**config.mk**
```make
export PLATFORM = sky130hd
export DESIGN_NAME = fpflag_gen
export DESIGN_NICKNAME = d
export VERILOG_FILES = /design/src/rtl/fpflag_pkg.sv /design/src/rtl/fpflag_cmp.sv /design/src/rtl/fpflag_exp.sv /design/src/rtl/fpflag_gen.sv
export SDC_FILE = /design/constraint.sdc
export NUM_CORES = 1
export LEC_CHECK = 0
export BUFFER_PORTS_ARGS = -buffer_cell sky130_fd_sc_hd__buf_4
export CORE_UTILIZATION = 33
export CTS_CLUSTER_SIZE = 8
export DETAILED_ROUTE_END_ITERATION = 10
export PLACE_DENSITY = 0.58
export SKIP_CTS_REPAIR_TIMING = 1
export SKIP_LAST_GASP = 1
export SLEW_MARGIN = 0
export SYNTH_ARGS = -nofsm -noshare
export SYNTH_HDL_FRONTEND = slang
export SYNTH_HIERARCHICAL = 1
export SYNTH_SLANG_ARGS = --single-unit
```
**constraint.sdc**
```tcl
create_clock -name clk -period 3.07 [get_ports clk]
set_input_delay 0.307 -clock clk [delete_from_list [all_inputs] [get_ports clk]]
set_output_delay 0.307 -clock clk [all_outputs]
set_load 0.02 [all_outputs]
```
**src/rtl/fpflag_pkg.sv**
```systemverilog
// Package: shared operation codes and bit positions of the flags word.
// Assumes the exponent field starts at bit 7 and that the fixed bit
// positions below are decoded by the downstream mantissa stages.
package fpflag_pkg;

    typedef enum logic [1:0] {
        FPF_ADD     = 2'b00,
        FPF_SUB     = 2'b01,
        FPF_MUL     = 2'b10,
        FPF_MUL_ALT = 2'b11
    } fpf_op_e;

    localparam int FPF_EXP_LSB  = 7;
    localparam int FPF_SIGN_BIT = 20;
    localparam int FPF_ASUB_BIT = 21;
    localparam int FPF_UNORD    = 25;
    localparam int FPF_LT       = 26;
    localparam int FPF_LE       = 27;
    localparam int FPF_GT       = 28;
    localparam int FPF_GE       = 29;
    localparam int FPF_EQ       = 30;
    localparam int FPF_NEQ      = 31;

endpackage

```
**src/rtl/fpflag_cmp.sv**
```systemverilog
// Module: fpflag_cmp
// Derives the seven IEEE comparison predicates of A against B, plus
// magnitude relations reused by the sign logic. Purely combinational.
// Assumes IEEE layout: sign at MSB, then EXP_W exponent, FRAC_W fraction.
module fpflag_cmp #(
    parameter int EXP_W  = 11,
    parameter int FRAC_W = 52,
    localparam int W     = 1 + EXP_W + FRAC_W,
    localparam int MAG_W = W - 1
) (
    input  logic [W-1:0] a_i,
    input  logic [W-1:0] b_i,
    output logic         unord_o,
    output logic         lt_o,
    output logic         le_o,
    output logic         gt_o,
    output logic         ge_o,
    output logic         eq_o,
    output logic         neq_o,
    output logic         mag_a_gt_o,
    output logic         mag_eq_o
);

    logic [1:0] is_nan;
    logic [1:0] is_zero;
    logic [1:0] sgn;
    logic [MAG_W-1:0] mag [2];

    // Per-operand classification: NaN, zero, sign and magnitude.
    for (genvar i = 0; i < 2; i++) begin : g_class
        logic [W-1:0] v;
        assign v          = (i == 0) ? a_i : b_i;
        assign sgn[i]     = v[W-1];
        assign mag[i]     = v[MAG_W-1:0];
        assign is_nan[i]  = (&v[W-2:FRAC_W]) & (|v[FRAC_W-1:0]);
        assign is_zero[i] = ~|v[MAG_W-1:0];
    end

    logic both_zero;
    logic same_val;
    logic a_below;

    // Ordering of A against B from signs and magnitudes.
    always_comb begin
        both_zero = is_zero[0] & is_zero[1];
        same_val  = (a_i == b_i) | both_zero;
        unique case ({sgn[0], sgn[1]})
            2'b10:   a_below = ~both_zero;
            2'b01:   a_below = 1'b0;
            2'b00:   a_below = mag[0] < mag[1];
            default: a_below = mag[0] > mag[1];
        endcase
    end

    // Predicate outputs; any NaN suppresses every ordered relation.
    always_comb begin
        unord_o = |is_nan;
        eq_o    = ~unord_o & same_val;
        lt_o    = ~unord_o & a_below;
        gt_o    = ~unord_o & ~a_below & ~same_val;
        le_o    = lt_o | eq_o;
        ge_o    = gt_o | eq_o;
        neq_o   = ~eq_o;
    end

    // Magnitude relations for the add/subtract sign choice.
    always_comb begin
        mag_a_gt_o = mag[0] > mag[1];
        mag_eq_o   = mag[0] == mag[1];
    end

endmodule

```
**src/rtl/fpflag_exp.sv**
```systemverilog
// Module: fpflag_exp
// Builds the preliminary exponent, result sign and effective add/sub bit
// from operand signs, exponents and the magnitude relations from the
// comparator. Purely combinational; op codes come from fpflag_pkg.
module fpflag_exp
    import fpflag_pkg::*;
#(
    parameter int EXP_W = 11,
    localparam int SUM_W = EXP_W + 1,
    localparam logic [SUM_W-1:0] EXP_MAX = {1'b0, {EXP_W{1'b1}}}
) (
    input  logic             sa_i,
    input  logic             sb_i,
    input  logic [EXP_W-1:0] ea_i,
    input  logic [EXP_W-1:0] eb_i,
    input  fpf_op_e          op_i,
    input  logic             mag_a_gt_i,
    input  logic             mag_eq_i,
    output logic [EXP_W-1:0] exp_o,
    output logic             sign_o,
    output logic             asub_o
);

    logic             is_mul;
    logic             is_sub;
    logic             sb_eff;
    logic [SUM_W-1:0] exp_sum;
    logic [EXP_W-1:0] exp_big;
    logic             as_sign;

    // Decode operation and form the candidate exponents.
    always_comb begin
        is_mul  = (op_i == FPF_MUL) || (op_i == FPF_MUL_ALT);
        is_sub  = (op_i == FPF_SUB);
        sb_eff  = sb_i ^ is_sub;
        exp_sum = {1'b0, ea_i} + {1'b0, eb_i};
        exp_big = (ea_i > eb_i) ? ea_i : eb_i;
    end

    // Sign for add/subtract: larger magnitude wins, cancellation is positive.
    always_comb begin
        if (mag_a_gt_i)
            as_sign = sa_i;
        else if (mag_eq_i)
            as_sign = (sa_i == sb_eff) ? sa_i : 1'b0;
        else
            as_sign = sb_eff;
    end

    // Select outputs by operation class.
    always_comb begin
        if (is_mul) begin
            exp_o  = (exp_sum > EXP_MAX) ? EXP_MAX[EXP_W-1:0] : exp_sum[EXP_W-1:0];
            sign_o = sa_i ^ sb_i;
            asub_o = 1'b0;
        end else begin
            exp_o  = exp_big;
            sign_o = as_sign;
            asub_o = sa_i ^ sb_eff;
        end
    end

endmodule

```
**src/rtl/fpflag_gen.sv**
```systemverilog
// Module: fpflag_gen (top)
// Packs comparison predicates, sign, exponent and effective-operation bit
// into a 64-bit flags word. REG_OUT=1 adds one output register with a
// synchronous active-low reset; REG_OUT=0 leaves the path combinational.
// Assumes FLAG_W is wide enough for the fixed positions in fpflag_pkg.
module fpflag_gen
    import fpflag_pkg::*;
#(
    parameter int EXP_W   = 11,
    parameter int FRAC_W  = 52,
    parameter int FLAG_W  = 64,
    parameter bit REG_OUT = 1'b1,
    localparam int W      = 1 + EXP_W + FRAC_W
) (
    input  logic              clk,
    input  logic              rst_n,
    input  logic [W-1:0]      op_a,
    input  logic [W-1:0]      op_b,
    input  logic [1:0]        op_sel,
    output logic [FLAG_W-1:0] flags_o
);

    localparam int EXP_MSB = FPF_EXP_LSB + EXP_W - 1;

    logic unord, lt, le, gt, ge, eq, neq, mag_a_gt, mag_eq;
    logic [EXP_W-1:0] exp_f;
    logic sign_f, asub_f;
    logic [FLAG_W-1:0] word_c;

    fpflag_cmp #(.EXP_W(EXP_W), .FRAC_W(FRAC_W)) u_cmp (
        .a_i(op_a), .b_i(op_b),
        .unord_o(unord), .lt_o(lt), .le_o(le), .gt_o(gt), .ge_o(ge),
        .eq_o(eq), .neq_o(neq), .mag_a_gt_o(mag_a_gt), .mag_eq_o(mag_eq)
    );

    fpflag_exp #(.EXP_W(EXP_W)) u_exp (
        .sa_i(op_a[W-1]), .sb_i(op_b[W-1]),
        .ea_i(op_a[W-2:FRAC_W]), .eb_i(op_b[W-2:FRAC_W]),
        .op_i(fpf_op_e'(op_sel)),
        .mag_a_gt_i(mag_a_gt), .mag_eq_i(mag_eq),
        .exp_o(exp_f), .sign_o(sign_f), .asub_o(asub_f)
    );

    // Assemble the word; unlisted bits stay zero.
    always_comb begin
        word_c                         = '0;
        word_c[EXP_MSB:FPF_EXP_LSB]    = exp_f;
        word_c[FPF_SIGN_BIT]           = sign_f;
        word_c[FPF_ASUB_BIT]           = asub_f;
        word_c[FPF_UNORD]              = unord;
        word_c[FPF_LT]                 = lt;
        word_c[FPF_LE]                 = le;
        word_c[FPF_GT]                 = gt;
        word_c[FPF_GE]                 = ge;
        word_c[FPF_EQ]                 = eq;
        word_c[FPF_NEQ]                = neq;
    end

    if (REG_OUT) begin : g_reg
        logic [FLAG_W-1:0] word_q;

        // Output register with synchronous active-low reset.
        always_ff @(posedge clk) begin
            if (!rst_n) word_q <= '0;
            else        word_q <= word_c;
        end
        assign flags_o = word_q;

        localparam logic [FLAG_W-1:0] USED_MASK =
            (FLAG_W'(1) << FPF_NEQ) | (FLAG_W'(1) << FPF_EQ) |
            (FLAG_W'(1) << FPF_GE)  | (FLAG_W'(1) << FPF_GT) |
            (FLAG_W'(1) << FPF_LE)  | (FLAG_W'(1) << FPF_LT) |
            (FLAG_W'(1) << FPF_UNORD) | (FLAG_W'(1) << FPF_ASUB_BIT) |
            (FLAG_W'(1) << FPF_SIGN_BIT) |
            (((FLAG_W'(1) << EXP_W) - FLAG_W'(1)) << FPF_EXP_LSB);

        assert_reserved_zero_R1: assert property (@(posedge clk) disable iff (!rst_n)
            1'b1 |=> ((flags_o & ~USED_MASK) == '0));

        assert_eq_neq_excl_R2: assert property (@(posedge clk) disable iff (!rst_n)
            1'b1 |=> (flags_o[FPF_EQ] ^ flags_o[FPF_NEQ]));

        assert_nan_unordered_R3: assert property (@(posedge clk) disable iff (!rst_n)
            1'b1 |=> (!flags_o[FPF_UNORD] ||
                      (flags_o[FPF_NEQ] && !flags_o[FPF_EQ] && !flags_o[FPF_LT] &&
                       !flags_o[FPF_LE] && !flags_o[FPF_GT] && !flags_o[FPF_GE])));

        assert_one_relation_R4: assert property (@(posedge clk) disable iff (!rst_n)
            1'b1 |=> (flags_o[FPF_UNORD] ||
                      $countones({flags_o[FPF_LT], flags_o[FPF_EQ], flags_o[FPF_GT]}) == 1));

        assert_mul_no_asub_R6: assert property (@(posedge clk) disable iff (!rst_n)
            op_sel[1] |=> !flags_o[FPF_ASUB_BIT]);

        assert_mul_exp_sat_R7: assert property (@(posedge clk) disable iff (!rst_n)
            (op_sel[1] && (({1'b0, op_a[W-2:FRAC_W]} + {1'b0, op_b[W-2:FRAC_W]}) >
                           {1'b0, {EXP_W{1'b1}}}))
            |=> (flags_o[EXP_MSB:FPF_EXP_LSB] == {EXP_W{1'b1}}));

        assert_reset_clear_R10: assert property (@(posedge clk)
            !rst_n |=> (flags_o == '0));
    end else begin : g_comb
        assign flags_o = word_c;
    end

endmodule

```
==> results by stage <==
Logic synthesis:
- The most used flip-flop cell after synthesis is sky130_fd_sc_hd__dfxtp_1.
- The cell type contributing the most total cell area after synthesis is sky130_fd_sc_hd__ha_1.
- The register bit count reported by yosys is 20.
- The count of synthesis-stage warnings from yosys is 6.
- For this run, asynchronously set or reset flops after synthesis account for 0.
- The netlist uses 68 different library cells.
- In the post-synthesis netlist, the biggest area contributors are sky130_fd_sc_hd__ha_1, sky130_fd_sc_hd__dfxtp_1, sky130_fd_sc_hd__buf_4.
- The mean area per synthesized cell is 7.883 sq um.
- The sequential element share of the synthesized area is 0.09529.
- The fraction of synthesized cell area taken by the top area cell type is 0.2650.
- In this run, synthesis inferred 0 flip-flops with an integrated enable.
- The number of instances in the synthesized netlist is 533.
- The cell area that synthesis handed to floorplanning was 0.004202 sq mm.

Floorplan:
- The width of the chip is 114.8 microns.
- The core footprint is 0.01221 sq mm.
- 196 I/O pins were placed.
- The overall die area is 0.01319 sq mm.
- The starting density of the core is 0.3441.
- The die is 114.8 microns tall.
- The floorplan has 40 rows.

Timing:
- The hold violation total from the final report came to 0.
- The worst path meets setup with 0.4722 ns of slack.
- The post-route minimum period is 2.598 ns.
- The transition time at the pin with the least slew margin is 0.5897 ns.
- Setup violations remaining at the end of the flow were counted as 0.
- The final count of pins violating max slew is 0.
- In the final timing run, aggregate negative setup slack is 0 ns.
- The worst max-slew margin expressed relative to the limit is 0.6017.
- Static timing analysis puts the maximum clock frequency at 384.9 MHz.
- In the finished design, the share of the clock period the worst path needs comes to 0.8462.
- Setup repair after global routing left no endpoint under its margin.

Detailed routing:
- The via-per-instance ratio is 4.950.
- The antenna violation net count after detailed routing is 0.
- The detailed-route via count is 4232.
- The first routing iteration left 180 violations.
- The mean routed wirelength per cell is 14.91 microns.
- The final wirelength is 12750 microns.
- The pre-antenna-repair detailed-routing pass consisted of 6 iterations.
- The residual DRC count is 0.

Worst setup path:
- The worst setup path is captured at a flop.
- In this run the worst path has a maximum fanout of 6.
- For the worst setup path, the data required time is 3.20 ns.
- The kind of start point of the critical path is a primary input.
- The data arrival time at the worst-slack endpoint is 2.73 ns.
- The worst setup path is of the in -> reg kind.

Finish:
- The post-layout net count is 911.
- Summing all multi-input logic gate instances after layout gives 0.003228 sq mm.
- After filler insertion, the fill cell instance count of the layout stands at 1266.
- In the layout the commonest cells are sky130_fd_sc_hd__buf_4, sky130_fd_sc_hd__ha_1, sky130_fd_sc_hd__inv_1.
- Registers take 400.4 sq um.
- Relative to the synthesized area, the layout overhead comes to 29.78%.
- The number of antenna diodes in the final layout is 0.
- The most common cell after layout, fill and taps aside is sky130_fd_sc_hd__buf_4.
- The flip-flop count of the largest register, all copies and words added is 20.
- The fraction of layout instances using a drive strength above 1 is 0.2969.

CTS:
- In this run the number of H-tree levels came out at 1.
- The clock drives 20 sinks.
- TritonCTS built the clock tree.
- The root cell of the clock tree is sky130_fd_sc_hd__clkbuf_16.
- The maximum number of buffers from clock root to sink is 2.
- Clock tree synthesis inserted a total of 3 buffers.
- Clock-pin slew was measured on the worst setup and hold paths at 0.05 ns.

Global route:
- The number of global-route vias before repair was 4051.
- The global routing usage on met1 is 0.2420.
- For this run the aggregate overflow at the end of global routing stands at 0.
- The number of antenna violations at the first check in global routing is 0.
- The global-route track usage on met2 is 0.3345.
- The met3 track demand over resource is 0.01107.
- The busiest layer in global routing is met2.
- The wire length of the first global-routing pass is 19540 microns.
- Entering global routing, the biggest net connects 22 pins.
- The overall routing resource usage is 0.1862.

Hold path:
- The type of the most critical hold path is in -> reg.

Place:
- The count of buffers inserted at the top-level ports is 151.
- OpenSTA, run right after detailed placement, puts the worst setup slack at 0.1926 ns.
- The last weighted congestion value of the routability-driven placer is 0.8696.
- After legalization and detailed placement, the total HPWL measured 11430 microns.

Power:
- The worst-case IR drop observed on VDD is 0.0001607 V.
- Summed over all cells, the static leakage comes to 2.858 nW.
- For this design the ratio of total power to cell area is 245.5 mW/mm^2.
- The total power is 1.339 mW.

Run:
- Max-cap violations in this run came to 0.

Run status:
- The flow ran to the end, and the final reports show no timing, DRC or antenna violations.
[synth_stat cells (3+ instances only)]
master / instances
sky130_fd_sc_hd__buf_4: 44
sky130_fd_sc_hd__and2_1: 9
sky130_fd_sc_hd__o21ai_0: 11
sky130_fd_sc_hd__nand4_1: 20
sky130_fd_sc_hd__mux2_4: 6
sky130_fd_sc_hd__xnor2_1: 9
sky130_fd_sc_hd__nor4_1: 33
sky130_fd_sc_hd__buf_6: 5
sky130_fd_sc_hd__a221oi_2: 7
sky130_fd_sc_hd__nor3_1: 10
sky130_fd_sc_hd__ha_1: 89
sky130_fd_sc_hd__a21o_1: 5
sky130_fd_sc_hd__nor2b_1: 4
sky130_fd_sc_hd__nand3_1: 13
sky130_fd_sc_hd__nor2_1: 21
sky130_fd_sc_hd__a2bb2oi_1: 6
sky130_fd_sc_hd__and2_2: 11
sky130_fd_sc_hd__nand2b_1: 3
sky130_fd_sc_hd__nand2_1: 21
sky130_fd_sc_hd__a211oi_1: 8
sky130_fd_sc_hd__dfxtp_1: 20
sky130_fd_sc_hd__inv_1: 88
sky130_fd_sc_hd__a21oi_1: 34
[critical path: stages]
cell,delay [ns]
sky130_fd_sc_hd__buf_4,0.12
sky130_fd_sc_hd__inv_1,0.05
sky130_fd_sc_hd__ha_1,0.30
sky130_fd_sc_hd__nand4_1,0.22
sky130_fd_sc_hd__nor4b_2,0.45
sky130_fd_sc_hd__nand2_1,0.13
sky130_fd_sc_hd__a311oi_1,0.34
sky130_fd_sc_hd__nor4_2,0.11
sky130_fd_sc_hd__nor2_2,0.18
sky130_fd_sc_hd__nor2_1,0.08
sky130_fd_sc_hd__a211oi_1,0.21
sky130_fd_sc_hd__a21oi_1,0.07
sky130_fd_sc_hd__and2_1,0.16
[power by group]
| part | total (mW) | switching [mW] | internal, mW |
|---|---|---|---|
| sequential | 0.292 | 0.00657 | 0.285 |
| clock | 0.248 | 0.0769 | 0.171 |
| combinational | 0.800 | 0.431 | 0.369 |
| total | 1.34 | 0.514 | 0.825 |
[stage by stage]
| step | util | hold slack (ns) | std cells | instance area, sq um |
|---|---|---|---|---|
| floorplan | - | 0.5252 | 576 | 4363 |
| global placement | 0.4404 | 0.6479 | 852 | 5378 |
| detailed placement | 0.4404 | 0.6564 | 852 | 5378 |
| CTS | 0.4465 | 0.4079 | 855 | 5453 |
| global route | 0.4465 | 0.4172 | 855 | 5453 |
| finish | 0.4465 | 0.3996 | 855 | 5453 |
[cell families after synthesis]
kind of cell	synth area share
and+or+nand+nor	0.2356
muxes	0.02621
buffers and inverters	0.1748
DFF	0.09529
other	0.0008925
xor gates and xnor gates	0.02085
adders and majority gates	0.2698
AOI/OAI and AO/OA	0.1766
[path summary, 6_finish.rpt]
path,start,endpoint,cells after the start
min,rst_n,flags_o[28],2
max,op_b[61],flags_o[20],13
[layer usage]
layer,share of wire,vias up
met5,0,-
met2,0.47,159
met1,0.46,1923
met4,0.021,0
met3,0.048,22
li1,-,2128
[layout make-up]
cell class	count	area share
inverter	88	0.06058
tap	168	0.03855
multi-input combinational	415	0.5920
sequential	20	0.07343
timing repair buffer	161	0.2217
clock buffer	3	0.01377
No activity file was read; power rests on OpenSTA's default activity.
